`src/rtl/pgd_pkg.sv`:
```
`timescale 1ns/1ps
package pgd_pkg;

  typedef enum logic [2:0] {
    PH_OFF    = 3'd0,
    PH_DEAD_M = 3'd1,
    PH_MAIN   = 3'd2,
    PH_DEAD_R = 3'd3,
    PH_RECT   = 3'd4
  } phase_e;

  // One saturating step: shorten on conduction, lengthen otherwise.
  function automatic int unsigned step_next(int unsigned cur,
                                            int unsigned lim,
                                            logic        shorten);
    int unsigned r;
    if (shorten) r = (cur == 0) ? 0 : cur - 1;
    else         r = (cur >= lim) ? lim : cur + 1;
    return r;
  endfunction

  function automatic int unsigned mid_point(int unsigned lim);
    return lim / 2;
  endfunction

endpackage

```
`src/rtl/pgd_step_loop.sv`:
```
`timescale 1ns/1ps
module pgd_step_loop #(
  parameter int MAX_IDX = 14,
  parameter int IDX_W   = 4
) (
  input  logic             clk,
  input  logic             rst_n,
  input  logic             upd,
  input  logic             sense,
  output logic [IDX_W-1:0] idx
);
  localparam logic [IDX_W-1:0] MID = IDX_W'(pgd_pkg::mid_point(MAX_IDX));

  logic [IDX_W-1:0] idx_q;
  logic [IDX_W-1:0] idx_step;

  assign idx_step = IDX_W'(pgd_pkg::step_next(32'(idx_q), MAX_IDX, sense));

  always_ff @(posedge clk or negedge rst_n) begin
    if (!rst_n)   idx_q <= MID;
    else if (upd) idx_q <= idx_step;
  end

  assign idx = idx_q;
endmodule

```
`src/rtl/pgd_phase_fsm.sv`:
```
`timescale 1ns/1ps
module pgd_phase_fsm #(
  parameter int IDX_W = 4
) (
  input  logic             clk,
  input  logic             rst_n,
  input  logic             pwm_cmd,
  input  logic             drv_en,
  input  logic             supply_ok,
  input  logic [IDX_W-1:0] idx_main,
  input  logic [IDX_W-1:0] idx_rect,
  output logic             gate_main,
  output logic             gate_rect,
  output logic             upd_main,
  output logic             upd_rect
);
  import pgd_pkg::*;

  phase_e           phase_q, phase_d;
  logic [IDX_W-1:0] cnt_q, cnt_d;
  logic             skip_q, skip_d;
  logic             pwm_q;

  logic run, cmd_rise, fire_main, fire_rect;

  assign run       = drv_en & supply_ok;
  assign cmd_rise  = pwm_cmd & ~pwm_q;
  assign fire_main = run && (phase_q == PH_DEAD_M) && pwm_cmd  && (cnt_q == idx_main);
  assign fire_rect = run && (phase_q == PH_DEAD_R) && !pwm_cmd && (cnt_q == idx_rect);
  assign upd_main  = fire_main && !skip_q;
  assign upd_rect  = fire_rect && !skip_q;

  always_comb begin
    phase_d = phase_q;
    cnt_d   = cnt_q;
    skip_d  = skip_q;
    if (!run) begin
      phase_d = PH_OFF;
      cnt_d   = '0;
    end else begin
      unique case (phase_q)
        PH_OFF: if (cmd_rise) begin
          phase_d = PH_DEAD_M; cnt_d = '0; skip_d = 1'b1;
        end
        PH_DEAD_M: begin
          if (!pwm_cmd) begin
            phase_d = PH_DEAD_R; cnt_d = '0; skip_d = 1'b0;
          end else if (fire_main) begin
            phase_d = PH_MAIN; skip_d = 1'b0;
          end else cnt_d = cnt_q + IDX_W'(1);
        end
        PH_MAIN: if (!pwm_cmd) begin
          phase_d = PH_DEAD_R; cnt_d = '0; skip_d = 1'b0;
        end
        PH_DEAD_R: begin
          if (pwm_cmd) begin
            phase_d = PH_DEAD_M; cnt_d = '0; skip_d = 1'b0;
          end else if (fire_rect) begin
            phase_d = PH_RECT;
          end else cnt_d = cnt_q + IDX_W'(1);
        end
        PH_RECT: if (pwm_cmd) begin
          phase_d = PH_DEAD_M; cnt_d = '0; skip_d = 1'b0;
        end
        default: phase_d = PH_OFF;
      endcase
    end
  end

  always_ff @(posedge clk or negedge rst_n) begin
    if (!rst_n) begin
      phase_q <= PH_OFF;
      cnt_q   <= '0;
      skip_q  <= 1'b0;
      pwm_q   <= 1'b1;
    end else begin
      phase_q <= phase_d;
      cnt_q   <= cnt_d;
      skip_q  <= skip_d;
      pwm_q   <= pwm_cmd;
    end
  end

  assign gate_main = (phase_q == PH_MAIN);
  assign gate_rect = (phase_q == PH_RECT);
endmodule

```
`src/rtl/pgd_deadtime_ctrl.sv`:
```
`timescale 1ns/1ps
module pgd_deadtime_ctrl #(
  parameter int MAIN_MAX = 14,
  parameter int RECT_MAX = 15
) (
  input  logic clk,
  input  logic rst_n,
  input  logic pwm_cmd,
  input  logic drv_en,
  input  logic supply_ok,
  input  logic cond_sense_main,
  input  logic cond_sense_rect,
  output logic gate_main,
  output logic gate_rect
);
  localparam int TOP_MAX = (MAIN_MAX > RECT_MAX) ? MAIN_MAX : RECT_MAX;
  localparam int IDX_W   = $clog2(TOP_MAX + 1);

  logic [1:0]       upd_v;
  logic [1:0]       sense_v;
  logic [IDX_W-1:0] idx_v [2];
  logic [IDX_W-1:0] idx_main, idx_rect;

  assign sense_v  = {cond_sense_rect, cond_sense_main};
  assign idx_main = idx_v[0];
  assign idx_rect = idx_v[1];

  // Index 0: rectifier-off to main-on; index 1: main-off to rectifier-on.
  for (genvar g = 0; g < 2; g++) begin : g_loop
    localparam int LIM = (g == 0) ? MAIN_MAX : RECT_MAX;
    pgd_step_loop #(.MAX_IDX(LIM), .IDX_W(IDX_W)) u_loop (
      .clk   (clk),
      .rst_n (rst_n),
      .upd   (upd_v[g]),
      .sense (sense_v[g]),
      .idx   (idx_v[g])
    );
  end

  pgd_phase_fsm #(.IDX_W(IDX_W)) u_fsm (
    .clk       (clk),
    .rst_n     (rst_n),
    .pwm_cmd   (pwm_cmd),
    .drv_en    (drv_en),
    .supply_ok (supply_ok),
    .idx_main  (idx_main),
    .idx_rect  (idx_rect),
    .gate_main (gate_main),
    .gate_rect (gate_rect),
    .upd_main  (upd_v[0]),
    .upd_rect  (upd_v[1])
  );
endmodule

```
`config.mk`:
```
export PLATFORM = sky130hd
export DESIGN_NAME = pgd_deadtime_ctrl
export DESIGN_NICKNAME = d
export VERILOG_FILES = /design/src/rtl/pgd_pkg.sv /design/src/rtl/pgd_step_loop.sv /design/src/rtl/pgd_phase_fsm.sv /design/src/rtl/pgd_deadtime_ctrl.sv
export SDC_FILE = /design/constraint.sdc
export NUM_CORES = 1
export LEC_CHECK = 0
export BUFFER_PORTS_ARGS = -buffer_cell sky130_fd_sc_hd__buf_2
export CAP_MARGIN = 10
export CORE_ASPECT_RATIO = 0.9
export CORE_MARGIN = 3
export CORE_UTILIZATION = 40
export CTS_BUF_LIST = sky130_fd_sc_hd__clkbuf_8
export DETAILED_ROUTE_END_ITERATION = 10
export RECOVER_POWER = 25
export SYNTH_ARGS = -nofsm -noshare
export SYNTH_HDL_FRONTEND = slang
export SYNTH_SLANG_ARGS = --single-unit
```
`constraint.sdc`:
```
create_clock -name clk -period 1.7 [get_ports clk]
set_input_delay 0.34 -clock clk [delete_from_list [all_inputs] [get_ports clk]]
set_output_delay 0.34 -clock clk [all_outputs]
set_load 0.05 [all_outputs]
```
==> results list <==
- CP endpoint kind: flip-flop
- The internal power of the cells totals around 0.62 mW.
- The critical path contains buffers and inverters numbering 2 combined.
- Share of flip-flops with an asynchronous set or reset: between 90% and 100%
- Final Total Pwr: 0.8311 mW
- Initial antenna violation count: 0
- The number of global-route vias before repair was between 1000 and 1500.
* Top area cells in the synthesized netlist: sky130_fd_sc_hd__dfrtp_1 18%, sky130_fd_sc_hd__dfstp_2 13%, sky130_fd_sc_hd__ha_1 7.2%, sky130_fd_sc_hd__nor2_1 3.8%, sky130_fd_sc_hd__a21oi_1 3.6%
* Number of different library cells in the post-synthesis netlist: 49
- Period utilisation layout: 107.1%
* Worst reg2reg path depth: 6
* Overall global routing resource usage: 17.51%
- Number of hold buffers added after CTS: 0
- Post-synth EDFFs: 0
* Proportion of power drawn by flip-flops and latches: approximately half
- Worst-Skew Late Latency: between 0.2 and 0.3 ns
- After layout, the minimum clock period comes to 1.821 ns.
- Compound-Gate Fraction of Synth Area: around a fifth
- Net switching is 24.88% of the power.
- Failing checks: setup timing
* Worst setup margin: -0.1207 ns
- With fillers left out, the area of the finished cells amounts to 1829 um2.
* Reported max-cap violation count: 0
- The commonest cells after synthesis are 14 x sky130_fd_sc_hd__nor2_1, 11 x sky130_fd_sc_hd__nand2_1, 10 x sky130_fd_sc_hd__a21oi_1, 10 x sky130_fd_sc_hd__dfrtp_1, 10 x sky130_fd_sc_hd__o21ai_0.
* TritonCTS clock tree: yes
- The post-route netlist has between 30% and 40% of its cells at a drive strength greater than 1.
- For this run, global-route usage on met2 was measured as 31.04%.
* Clock tree skew after final layout: 0.006427 ns
* Final ANT Viol Nets: 0
* Number of flip-flops and latches in the synthesized netlist: 17
* Sink Count: 17
* Largest net degree at the start of global routing: 18
- Final setup viols: 7
- Initial Utilization: ~44%
* Largest stage delay on the critical path: between 0.4 and 0.5 ns
- The flow ran to the end, but the final reports show violations.
- Global routing used about 3.8% of the available met3 tracks.
- Slowest cell on the critical path: sky130_fd_sc_hd__dfrtp_1
- The critical path goes through nand3b_1 > or3_1 > a2bb2oi_4 > buf_4 > buf_4 > a311oi_1.
* Share of the synthesized area in the top cell type: 17.92%
- In this run the cell area of the synthesized design comes to 1396 um2.
* Portion of the post-synthesis area used by sequential elements: a little over 30%
- Global routing usage on met1: about 22%
- After Yosys synthesis, and, or, nand and nor cells account for about a quarter of the synthesized area.
- In this run the power spent charging and discharging nets is around 0.21 mW.
* Dominant combinational cell family by area after synthesis: simple AND/OR/NAND/NOR gates
* Adder-cell share of the synthesized area: approximately 7.2%
* Instance count after placement with tap cells included: between 200 and 250
* Std-Cell Core Area: 3186 um2
- Routed length per placed instance: ~13 um
* Rows: 19
- Net count after synthesis: roughly 170
- Mux share of post-synthesis cell area: approximately 2.4%
* Max Clk Rate: approximately 550 MHz
- In this run the worst setup path terminates at u_fsm.phase_q[0].
- First-pass iteration count of the detailed router: 4
- Fraction of power consumed by the clock network: 37.0%
- Post-placement cell area: 1698 um2
- Final WL: between 3000 and 4000 um
- For this block, the initial DRC count from the detailed router was 27.
- Global-route wire length before repair: around 5500 um
- Data arrival at the endpoint of the critical path: ~2.0 ns
- Unrepaired setup endpoints after global routing: yes
* Number of stages on the worst setup path: 6
- Nature of the critical path startpoint: flip-flop
- At the end of routability-driven placement, the weighted congestion stood at ~0.84.
- Worst-Margin Slew: 0.9419 ns
- Dividing the detail-routed via count by the number of cells gives 5.274.
- Fraction of power consumed by combinational cells: about an eighth
- The floorplan step defined a die boundary enclosing around 4200 um2.
* Power density cells: about 450 nW/um2
* CP Data Required Time: 1.86 ns
- For this run, the number of Yosys warnings is 0.
- Compared with the post-synthesis result, the final layout area differs by 31.00%.
- Of all nets on the critical path, the largest fanout is 7.
- For this run the aggregate overflow at the end of global routing stands at 0.
* Maximum resistive drop on vdd: ~0.38 mV
- Total via count in the routed design: 1271
* Top-level I/O count: 9
- Tracing the worst setup path back leads to its startpoint at u_fsm.phase_q[1].
- In this run the critical register-to-register path is launched from u_fsm.phase_q[1].
- The min-delay analysis places its worst path in the category input port to async pin.
- Measured on the finished design, the core utilization comes to 57.42%.
- The net count of the finished layout is between 200 and 250.
- After legalization and detailed placement, the total HPWL measured approximately 2400 um.
- Most frequent cell on the critical path: sky130_fd_sc_hd__buf_4
- Number of hold-slack violations in the final timing report: 0
* Xor/xnor share of the synthesized area: under 10%
- The finished layout holds between 200 and 250 standard cells, fillers aside.
- The floorplan step set the die width to roughly 68 um.
- Start-to-end type of the worst setup path: flip-flop to flip-flop
* H-tree depth: 1
* Clock slew at reported path FFs: about 0.07 ns
- Top Family by Delay on Critical Path: simple AND/OR/NAND/NOR gates
- Each instance of the synthesized netlist takes up on average between 8 and 9 um2.
- Count of final max-slew check failures: 0
- The clock passes through at most 2 buffers.
- Summed over all failing endpoints, the final setup total negative slack is -0.4037 ns.
- Syn Inst Count: approximately 160
* Max-slew headroom at the worst pin: a little under two fifths
- Antenna Cells: 0
* Leakage power total: ~0.82 nW
* Cell accounting for the most synthesized area: sky130_fd_sc_hd__dfrtp_1
- The tree is rooted in a sky130_fd_sc_hd__clkbuf_8.
* Reg-to-reg slack, setup: -0.12 ns
* Vertical extent of the die: around 62 um
- In this run the critical register-to-register path is captured at u_fsm.phase_q[0].
- GR peak layer: met2
* Cell with the most instances after synthesis: sky130_fd_sc_hd__nor2_1
- For this run, the leading register cell type out of synthesis is sky130_fd_sc_hd__dfrtp_1.
* Clock buffer count from CTS: 3
- DRC errors left: 0
- The count of buffers added on input and output ports is 8.
-- flip-flops by register name, indices dropped and copies added, names as in the netlist --
name / flops
u_fsm.pwm_q: 1
u_fsm.skip_q: 1
u_fsm.phase_q: 3
g_loop.u_loop.idx: 8
u_fsm.cnt_q: 4
-- power groups by stage --
stage | combinational [mW] | clock [mW] | sequential, mW
final | 0.0979 | 0.308 | 0.426
after global routing | 0.109 | 0.337 | 0.427
after floorplan | 0.0531 | 0 | 0.427
after global placement | 0.0932 | 0 | 0.432
after detailed placement | 0.0964 | 0 | 0.432
after CTS | 0.0970 | 0.321 | 0.425
-- kinds of logic after synthesis --
group,Yosys count
XOR/XNOR,9
flip-flops,17
AO/OA/AOI/OAI,44
buffers and inverters,16
multiplexers,3
adder cells (fa/ha/maj),8
AND/OR/NAND/NOR,62
-- what timing repair did --
| item | in CTS | in global routing |
|---|---|---|
| pin swaps | 1 | 6 |
| resized for setup | 7 | 13 |
| buffers inserted | 2 | 1 |
| endpoints found under the setup margin | 11 | 14 |
| gates cloned | 0 | 0 |
-- worst min path at each step --
| stage | start | depth (start not counted) | slack (ns) | end |
|---|---|---|---|---|
| final | rst_n | 1 | 0.20 | g_loop[1].u_loop.idx[3] |
| after global routing | rst_n | 1 | 0.28 | g_loop[1].u_loop.idx[3] |
| after CTS | rst_n | 1 | 0.009 | u_fsm.phase_q[1] |
| after detailed placement | rst_n | 1 | 0.29 | g_loop[1].u_loop.idx[3] |
| after global placement | rst_n | 1 | 0.28 | g_loop[1].u_loop.idx[3] |
| after floorplan | rst_n | 0 | 0.04 | g_loop[0].u_loop.idx[3] |
-- placed cells by master, fill, tap and decap left out, types with 2 or more instances in the layout --
cell,n
sky130_fd_sc_hd__a31oi_1,2
sky130_fd_sc_hd__o21ai_2,2
sky130_fd_sc_hd__nor3_1,4
sky130_fd_sc_hd__xor2_2,3
sky130_fd_sc_hd__nor2_1,14
sky130_fd_sc_hd__o22a_1,3
sky130_fd_sc_hd__ha_2,2
sky130_fd_sc_hd__buf_4,35
sky130_fd_sc_hd__nor3b_1,2
sky130_fd_sc_hd__dfstp_2,7
sky130_fd_sc_hd__buf_2,6
sky130_fd_sc_hd__a22oi_1,2
sky130_fd_sc_hd__a21oi_1,9
sky130_fd_sc_hd__or3_1,3
sky130_fd_sc_hd__o211ai_1,2
sky130_fd_sc_hd__nand2_1,11
sky130_fd_sc_hd__nand3b_1,2
sky130_fd_sc_hd__nor2b_1,2
sky130_fd_sc_hd__xnor2_2,2
sky130_fd_sc_hd__o21ai_1,4
sky130_fd_sc_hd__nand2b_1,5
sky130_fd_sc_hd__inv_1,8
sky130_fd_sc_hd__and3b_1,2
sky130_fd_sc_hd__ha_1,6
sky130_fd_sc_hd__a211o_1,3
sky130_fd_sc_hd__xor2_1,2
sky130_fd_sc_hd__xnor2_1,2
sky130_fd_sc_hd__dfrtp_1,9
sky130_fd_sc_hd__nand3_1,3
sky130_fd_sc_hd__and3_1,2
sky130_fd_sc_hd__o21ai_0,5
sky130_fd_sc_hd__mux2_2,3
sky130_fd_sc_hd__clkbuf_8,3
-- final cells by class --
cell class | instances | area [um2]
Clock inverter | 1 | 5.005
Multi-Input combinational cell | 126 | 957.2
Fill cell | 296 | 1356
Tap cell | 42 | 52.55
Clock buffer | 3 | 41.29
Inverter | 9 | 33.78
Sequential cell | 17 | 435.4
Timing Repair Buffer | 43 | 304.0
-- through the flow --
stage	setup WS [ns]	hold WS, ns
after floorplan	-0.04790	0.04441
after global placement	-0.09041	0.2797
after detailed placement	-0.1501	0.2877
after CTS	-0.07326	0.008636
after global routing	-0.2164	0.2765
final	-0.1207	0.2006
-- routing by layer --
metal  vias to the layer above  wire length (um)
li1                        655                 -
met1                       599              1517
met2                        15              1634
met3                         2                70
met4                         0                10
met5                         -                 0
Power figures use the tool's default switching activity.
